<file path="src/rtl/colgen_pkg.sv">
package colgen_pkg;
  localparam logic [2:0] BLEN_FULL = 3'b111;

  function automatic logic [15:0] win_mask(input logic [4:0] lg);
    logic [16:0] one_sh;
    one_sh = 17'(1) << lg;
    return 16'(one_sh - 17'(1));
  endfunction
endpackage

</file>
<file path="src/rtl/colgen_len_decode.sv">
module colgen_len_decode #(
  parameter int COL_W      = 8,
  parameter int MAX_FIX_LG = 3,
  localparam int LG_W      = $clog2(COL_W + 1)
) (
  input  logic [2:0]      blen_i,
  input  logic            ilv_i,
  output logic [LG_W-1:0] lg_o,
  output logic            full_o
);
  import colgen_pkg::*;

  always_comb begin
    lg_o   = '0;
    full_o = 1'b0;
    if (blen_i == BLEN_FULL) begin
      // interleaved full page is not legal: fall back to the longest fixed length
      if (ilv_i) begin
        lg_o = LG_W'(MAX_FIX_LG);
      end else begin
        lg_o   = LG_W'(COL_W);
        full_o = 1'b1;
      end
    end else if (int'(blen_i) <= MAX_FIX_LG) begin
      lg_o = LG_W'(blen_i);
    end
  end
endmodule

</file>
<file path="src/rtl/colgen_beat_ctr.sv">
module colgen_beat_ctr #(
  parameter int COL_W = 8
) (
  input  logic             clk_i,
  input  logic             rst_ni,
  input  logic             start_i,
  input  logic             term_i,
  input  logic             full_i,
  input  logic [COL_W-1:0] mask_i,
  output logic             active_o,
  output logic [COL_W-1:0] beat_o,
  output logic             last_o
);
  logic             active_q;
  logic [COL_W-1:0] beat_q;
  logic             at_end;

  assign at_end = !full_i && (beat_q == mask_i);

  always_ff @(posedge clk_i or negedge rst_ni) begin
    if (!rst_ni) begin
      active_q <= 1'b0;
      beat_q   <= '0;
    end else if (start_i) begin
      active_q <= 1'b1;
      beat_q   <= '0;
    end else if (active_q) begin
      if (term_i || at_end) begin
        active_q <= 1'b0;
      end else begin
        beat_q <= beat_q + COL_W'(1);
      end
    end
  end

  assign active_o = active_q;
  assign beat_o   = beat_q;
  assign last_o   = active_q && at_end;
endmodule

</file>
<file path="src/rtl/colgen_addr_map.sv">
module colgen_addr_map #(
  parameter int COL_W = 8
) (
  input  logic [COL_W-1:0] base_i,
  input  logic [COL_W-1:0] beat_i,
  input  logic [COL_W-1:0] mask_i,
  input  logic             ilv_i,
  output logic [COL_W-1:0] col_o
);
  logic [COL_W-1:0] low;

  always_comb begin
    if (ilv_i) low = (base_i ^ beat_i) & mask_i;
    else       low = (base_i + beat_i) & mask_i;
    col_o = (base_i & ~mask_i) | low;
  end
endmodule

</file>
<file path="src/rtl/sdram_burst_colgen.sv">
module sdram_burst_colgen #(
  parameter int COL_W      = 8,
  parameter int MAX_FIX_LG = 3
) (
  input  logic             clk_i,
  input  logic             rst_ni,
  input  logic             start_i,
  input  logic [COL_W-1:0] start_col_i,
  input  logic [2:0]       blen_i,
  input  logic             btype_i,
  input  logic             term_i,
  output logic [COL_W-1:0] col_o,
  output logic             valid_o,
  output logic             last_o
);
  import colgen_pkg::*;

  localparam int LG_W = $clog2(COL_W + 1);

  logic [LG_W-1:0]  lg_d, lg_q;
  logic             full_d, full_q;
  logic             ilv_q;
  logic [COL_W-1:0] base_q;
  logic [COL_W-1:0] mask;
  logic [COL_W-1:0] beat;
  logic             active;

  colgen_len_decode #(.COL_W(COL_W), .MAX_FIX_LG(MAX_FIX_LG)) i_dec (
    .blen_i (blen_i),
    .ilv_i  (btype_i),
    .lg_o   (lg_d),
    .full_o (full_d)
  );

  always_ff @(posedge clk_i or negedge rst_ni) begin
    if (!rst_ni) begin
      lg_q   <= '0;
      full_q <= 1'b0;
      ilv_q  <= 1'b0;
      base_q <= '0;
    end else if (start_i) begin
      lg_q   <= lg_d;
      full_q <= full_d;
      ilv_q  <= btype_i;
      base_q <= start_col_i;
    end
  end

  assign mask = COL_W'(win_mask(5'(lg_q)));

  colgen_beat_ctr #(.COL_W(COL_W)) i_ctr (
    .clk_i    (clk_i),
    .rst_ni   (rst_ni),
    .start_i  (start_i),
    .term_i   (term_i),
    .full_i   (full_q),
    .mask_i   (mask),
    .active_o (active),
    .beat_o   (beat),
    .last_o   (last_o)
  );

  colgen_addr_map #(.COL_W(COL_W)) i_map (
    .base_i (base_q),
    .beat_i (beat),
    .mask_i (mask),
    .ilv_i  (ilv_q),
    .col_o  (col_o)
  );

  assign valid_o = active;
endmodule

</file>
<file path="config.mk">
export PLATFORM = sky130hd
export DESIGN_NAME = sdram_burst_colgen
export DESIGN_NICKNAME = d
export VERILOG_FILES = /design/src/rtl/colgen_pkg.sv /design/src/rtl/colgen_len_decode.sv /design/src/rtl/colgen_beat_ctr.sv /design/src/rtl/colgen_addr_map.sv /design/src/rtl/sdram_burst_colgen.sv
export SDC_FILE = /design/constraint.sdc
export NUM_CORES = 1
export LEC_CHECK = 0
export ABC_CLOCK_PERIOD_IN_PS = 8400
export BUFFER_PORTS_ARGS = -buffer_cell sky130_fd_sc_hd__buf_2
export CAP_MARGIN = 20
export CORE_ASPECT_RATIO = 0.6
export CORE_MARGIN = 2
export CORE_UTILIZATION = 50
export CTS_BUF_LIST = sky130_fd_sc_hd__clkbuf_8
export CTS_CLUSTER_DIAMETER = 120
export DETAILED_ROUTE_END_ITERATION = 12
export PLACE_DENSITY = 0.72
export RECOVER_POWER = 100
export SLEW_MARGIN = 20
export SYNTH_ARGS = -nofsm -noshare
export SYNTH_HDL_FRONTEND = slang
export SYNTH_SLANG_ARGS = --single-unit
export TNS_END_PERCENT = 100
</file>
<file path="constraint.sdc">
create_clock -name clk_i -period 8.4 [get_ports clk_i]
set_clock_uncertainty 0.1 [all_clocks]
set_input_delay 2.1 -clock clk_i [delete_from_list [all_inputs] [get_ports clk_i]]
set_output_delay 2.1 -clock clk_i [all_outputs]
set_load 0.05 [all_outputs]
</file>
## Yosys cells after proc, flatten, opt, wreduce, memory -nomap -nowiden

Index checks and enable logic that the tools add are counted.

| word-level totals | value |
|---|---|
| register bits | 23 |
| bits of input ports | 16 |

| cells by class | value |
|---|---|
| add/subtract/negate cells | 3 |
| magnitude comparators | 1 |
| equal/unequal tests | 3 |
| shift-type cells | 1 |
| multiplexer cells | 12 |
| bitwise gates (word level) | 6 |
| reduce and logical (&&, ||, !) cells | 6 |

Operator list:

| operator | number |
|---|---|
| $mux 8 | 4 |
| $and 8x8->8 | 3 |
| $add 8x1->8 const B | 1 |
| $add 8x8->8 | 1 |
| $eq 8x8->1 | 1 |
| $mux 4 | 2 |
| $not 8->8 | 1 |
| $or 8x8->8 | 1 |
| $shl 1x4->8 const A | 1 |
| $sub 8x1->8 const B | 1 |
| $xor 8x8->8 | 1 |
| $mux 1 | 5 |
| $eq 3x3->1 const B | 1 |
| $le 3x2->1 const B | 1 |
| $mux 3 | 1 |
| $logic_and 1x1->1 | 2 |
| $ne 2x2->1 const B | 1 |
| $reduce_and 2->1 | 1 |
| $reduce_bool 2->1 | 1 |
| $logic_not 1->1 | 1 |
| $logic_or 1x1->1 | 1 |

## Logic depth before layout (Yosys ltp)

| logic depth | value |
|---|---|
| depth after elaboration | 8 |
| mapped depth | 11 |

## Modules after synthesis

Synthesis repeated with hierarchy kept, for this count alone.

| second synthesis, totals | value |
|---|---|
| cells, all modules | 175 |
| area total of the unflattened synthesis | 1684.1 um^2 |

By module, submodules not included:

| module | times used | cells each | area an instance (um^2) |
|---|---|---|---|
| sdram_burst_colgen | 1 | 47 | 624.3 |
| colgen_beat_ctr | 1 | 59 | 588.1 |
| colgen_addr_map | 1 | 61 | 420.4 |
| colgen_len_decode | 1 | 8 | 51.3 |

## Worst setup path after synthesis

No wires, ideal clock.

| timing path | value |
|---|---|
| kind | reg-to-output |
| start point | reg lg_q[1] |
| end point | out last_o |
| arrival time | 2.767 ns |
| path slack | 3.433 ns |
| stages on the path, launching flop included | 10 |
| buffers on the path | 1 |
| path through | dfrtp_1 nor4_2 inv_1 ha_1 or3_1 a21oi_1 o21ai_0 a2111oi_4 buf_6 and2_1 |

| between the ends | value |
|---|---|
| longest elaborated chain between the ends | 5 |

RTL lines:

| item | RTL line | source |
|---|---|---|
| start: declaration | sdram_burst_colgen.sv:20 | `logic [LG_W-1:0] lg_d, lg_q;` |
| start signal: assignment | sdram_burst_colgen.sv:42 | `lg_q <= lg_d;` |
| $shl 1x4->8 | colgen_pkg.sv:6 | `one_sh = 17'(1) << lg;` |
| $sub 8x1->8 | colgen_pkg.sv:7 | `return 16'(one_sh - 17'(1));` |
| $eq 8x8->1 | colgen_beat_ctr.sv:18 | `assign at_end = !full_i && (beat_q == mask_i);` |
| $logic_and 1x1->1 | colgen_beat_ctr.sv:18 |  |
| $logic_and 1x1->1 | colgen_beat_ctr.sv:38 | `assign last_o = active_q && at_end;` |
| end: declaration | sdram_burst_colgen.sv:14 | `output logic last_o` |

Every way passes these cells.

## Worst setup path in the final report

| timing path | value |
|---|---|
| start point | reg lg_q[2] |
| end point | out last_o |

Same word-level chain as after synthesis.

==> impl_results.md <==
- Power per cell area: 166 nW/µm²
- I/O pin count: 26
- Crit path max-delay cell type: a2111oi_4
- Max Cap Viol: 0
- Worst-path cell chain: nor4_1 -> inv_1 -> ha_1 -> or3_1 -> a21oi_1 -> o21ai_0 -> a2111oi_4 -> and2_1 -> clkbuf_1
- Sequential fraction of the synthesis area: 33.0%
- Gp weighted congestion: 0.902
- Met3 WL: 136 µm
- Status: completed
- Root buf cell: clkbuf_8
- Vias per cell: 5.52
- Synth cell types: 49
- Yosys top cell area share: 33.0%
- Top Metal Used: met4
- Pleak: 0.000803 µW
- Synth Instances: 179
- Initial Utilization: 51.8%
- Max-slew headroom: 19.2%
- Global-route wire length before repair: 6480 µm
- Skew-Pair Late Insertion Delay: 0.27 ns
- Hold WS: 0.431 ns
- Type of the worst setup path: register to primary output
- Unrepaired setup endpoints after global routing: false
- Mapped cell area: 1670 µm²
- Row cnt: 16
- Wl on met1: 1750 µm
- Die X: 78.6 µm
- Synth area leader: dfrtp_1
- Height of the die: 48.8 µm
- PortBufs: 25
- Routed WL: 3580 µm
- Max FO, Critical Path: 14
- Area growth from synthesis to layout: 9.97%
- Minimum clock period: 5.94 ns
- ANT cells: 0
- Synth Register Bits: 22
- Crit end category: primary output
- CTS tree: done
- Seq. cell area: 551 µm²
- Setup TNS Final: 0 ns
- Hold-fix buffers, CTS: 0
- Layout Utilization: 56.9%
- Fin nets: 228
- Fin. max-slew vios: 0
- Drt pass-1 iters: 5
- GRT Total Usage: 21.1%
- Routed WL per cell: 14.6 µm
- CP peak stage delay: 0.69 ns
- PnR worst setup slack: 2.46 ns
- Fmax: 168 MHz
- CP arrival: 3.74 ns
- Measured slew at the worst slew-check pin: 1.21 ns
- Post-CTS Setup Bufs: 0
- Grt total ovfl: 0
- Hold Violations, Final: 0
- Commonest non-fill, non-tap cells in the layout: 22 x dfrtp_1, 14 x nand2_1, 13 x nor2_1, 13 x mux2_2, 13 x buf_2
- Clk slew on worst S/H paths: 0.08 ns
- Number of H-tree levels: 1
- HPWL Detailed: 2760 µm
- Final ANT Viol Nets: 0
- Initial DRC Count: 53
- Ys Warns: 0
- Final cycle utilization of the critical path: 70.7%
- Core area: 3220 µm²
- Place WS: 3.13 ns
- Number of global-route vias before repair: 1427
- Most common cell after layout, fill and taps aside: dfrtp_1
- # DRC: 0
- Number of synthesized flops with an enable pin: 0
- Synth top area cells: dfrtp_1 33%, mux2_2 8.1%, ha_1 6.7%, a21oi_1 3.6%, nand2_1 3.1%
- Footprint of the multi-input gates: 1030 µm²
- Vias: 1359
- Num CTS Buffers: 3
- Top FF cell, synth: dfrtp_1
- Syn_area_per_cell: 9.32 µm²
- Met2 routed WL: 1690 µm
- Initial antenna violation count: 0
- FILL cells: 289
- Clock sink count: 22
- Final setup vio count: 0
- Pin count of the biggest net entering global routing: 28
- PostCTS Resize Cnt: 0
- Kind of start point of the critical path: register
- Min-delay worst type: register to register
- Syn_nets: 205
- Max clock buf depth: 2
- Asr flop ratio synth: 100%
- Required @ worst endpoint: 6.20 ns
- Layout cells sized above 1: 19.9%
- VDD IR-drop max: 0.0000955 V
- Die area: 3830 µm²
## cell families after synthesis
kind of cell / after synthesis / share of synthesized area [%]
simple gates: 64 / 21.4
compound gates: 36 / 14.2
flops: 22 / 33.0
buf+inv: 17 / 4.80
mux: 17 / 11.4
xor+xnor: 13 / 7.27
fa+ha+maj: 10 / 7.95
## state kept, by name, summed over array words and instances, names as in the netlist
name and cells:
base_q 8, lg_q 4, i_ctr.beat_o 8, i_ctr.active_o 1
ilv_q 1
## synthesized netlist by cell type, types with 5 or more instances
cell	instances
inv_1	10
dfrtp_1	22
mux2_2	12
o21ai_0	5
ha_1	9
o21ai_1	5
a21oi_1	12
nor2b_1	5
or3_1	6
nor2_1	13
nand2_1	14
xnor2_1	6
xor2_1	6
## report_power, final
part	switching [µW]	internal (µW)
Clock	35.1	41.9
Sequential	10.7	113
Combinational	67.3	36.4
Total	113	191
## final timing paths
kind	from	end	slack [ns]	cells after the start
setup / recovery	lg_q[2]	last_o	2.46	9
hold / removal	base_q[7]	base_q[7]	0.43	1
setup reg to reg	lg_q[2]	i_ctr.beat_o[0]	4.89	9
hold reg to reg	base_q[7]	base_q[7]	0.43	1
max in group asynchronous	rst_ni	i_ctr.active_o	5.55	1
min in group asynchronous	rst_ni	ilv_q	1.95	1
## worst max-delay path: cells and delay by family (launching register included)
kind | cells | cell delay (ns)
and+or+nand+nor | 3 | 1.13
AOI/OAI and AO/OA | 3 | 1.05
adders and majority gates | 1 | 0.25
DFF | 1 | 0.49
buffers and inverters | 2 | 0.56
## stage by stage
stage	total power, µW	std cells	cell area (µm²)
after floorplan	210	179	1670
after global placement	229	242	1810
after detailed placement	233	242	1810
after CTS	309	246	1860
after global routing	321	246	1840
final	304	246	1840
## final cells by class
type,instances,area share [%]
flip-flops and latches,22,30.0
clock buffers,4,3.00
repair buffers,25,6.00
well taps,45,3.07
multi-input cells,140,55.9
inverters,10,2.04
## metal layers
metal / vias to the layer above / GRT usage (%)
met2: 23 / 36.2
met3: 2 / 4.48
met4: 0 / 1.75
met5: - / 0
met1: 659 / 28.7
li1: 675 / -
(Power assumes the default switching activity.)
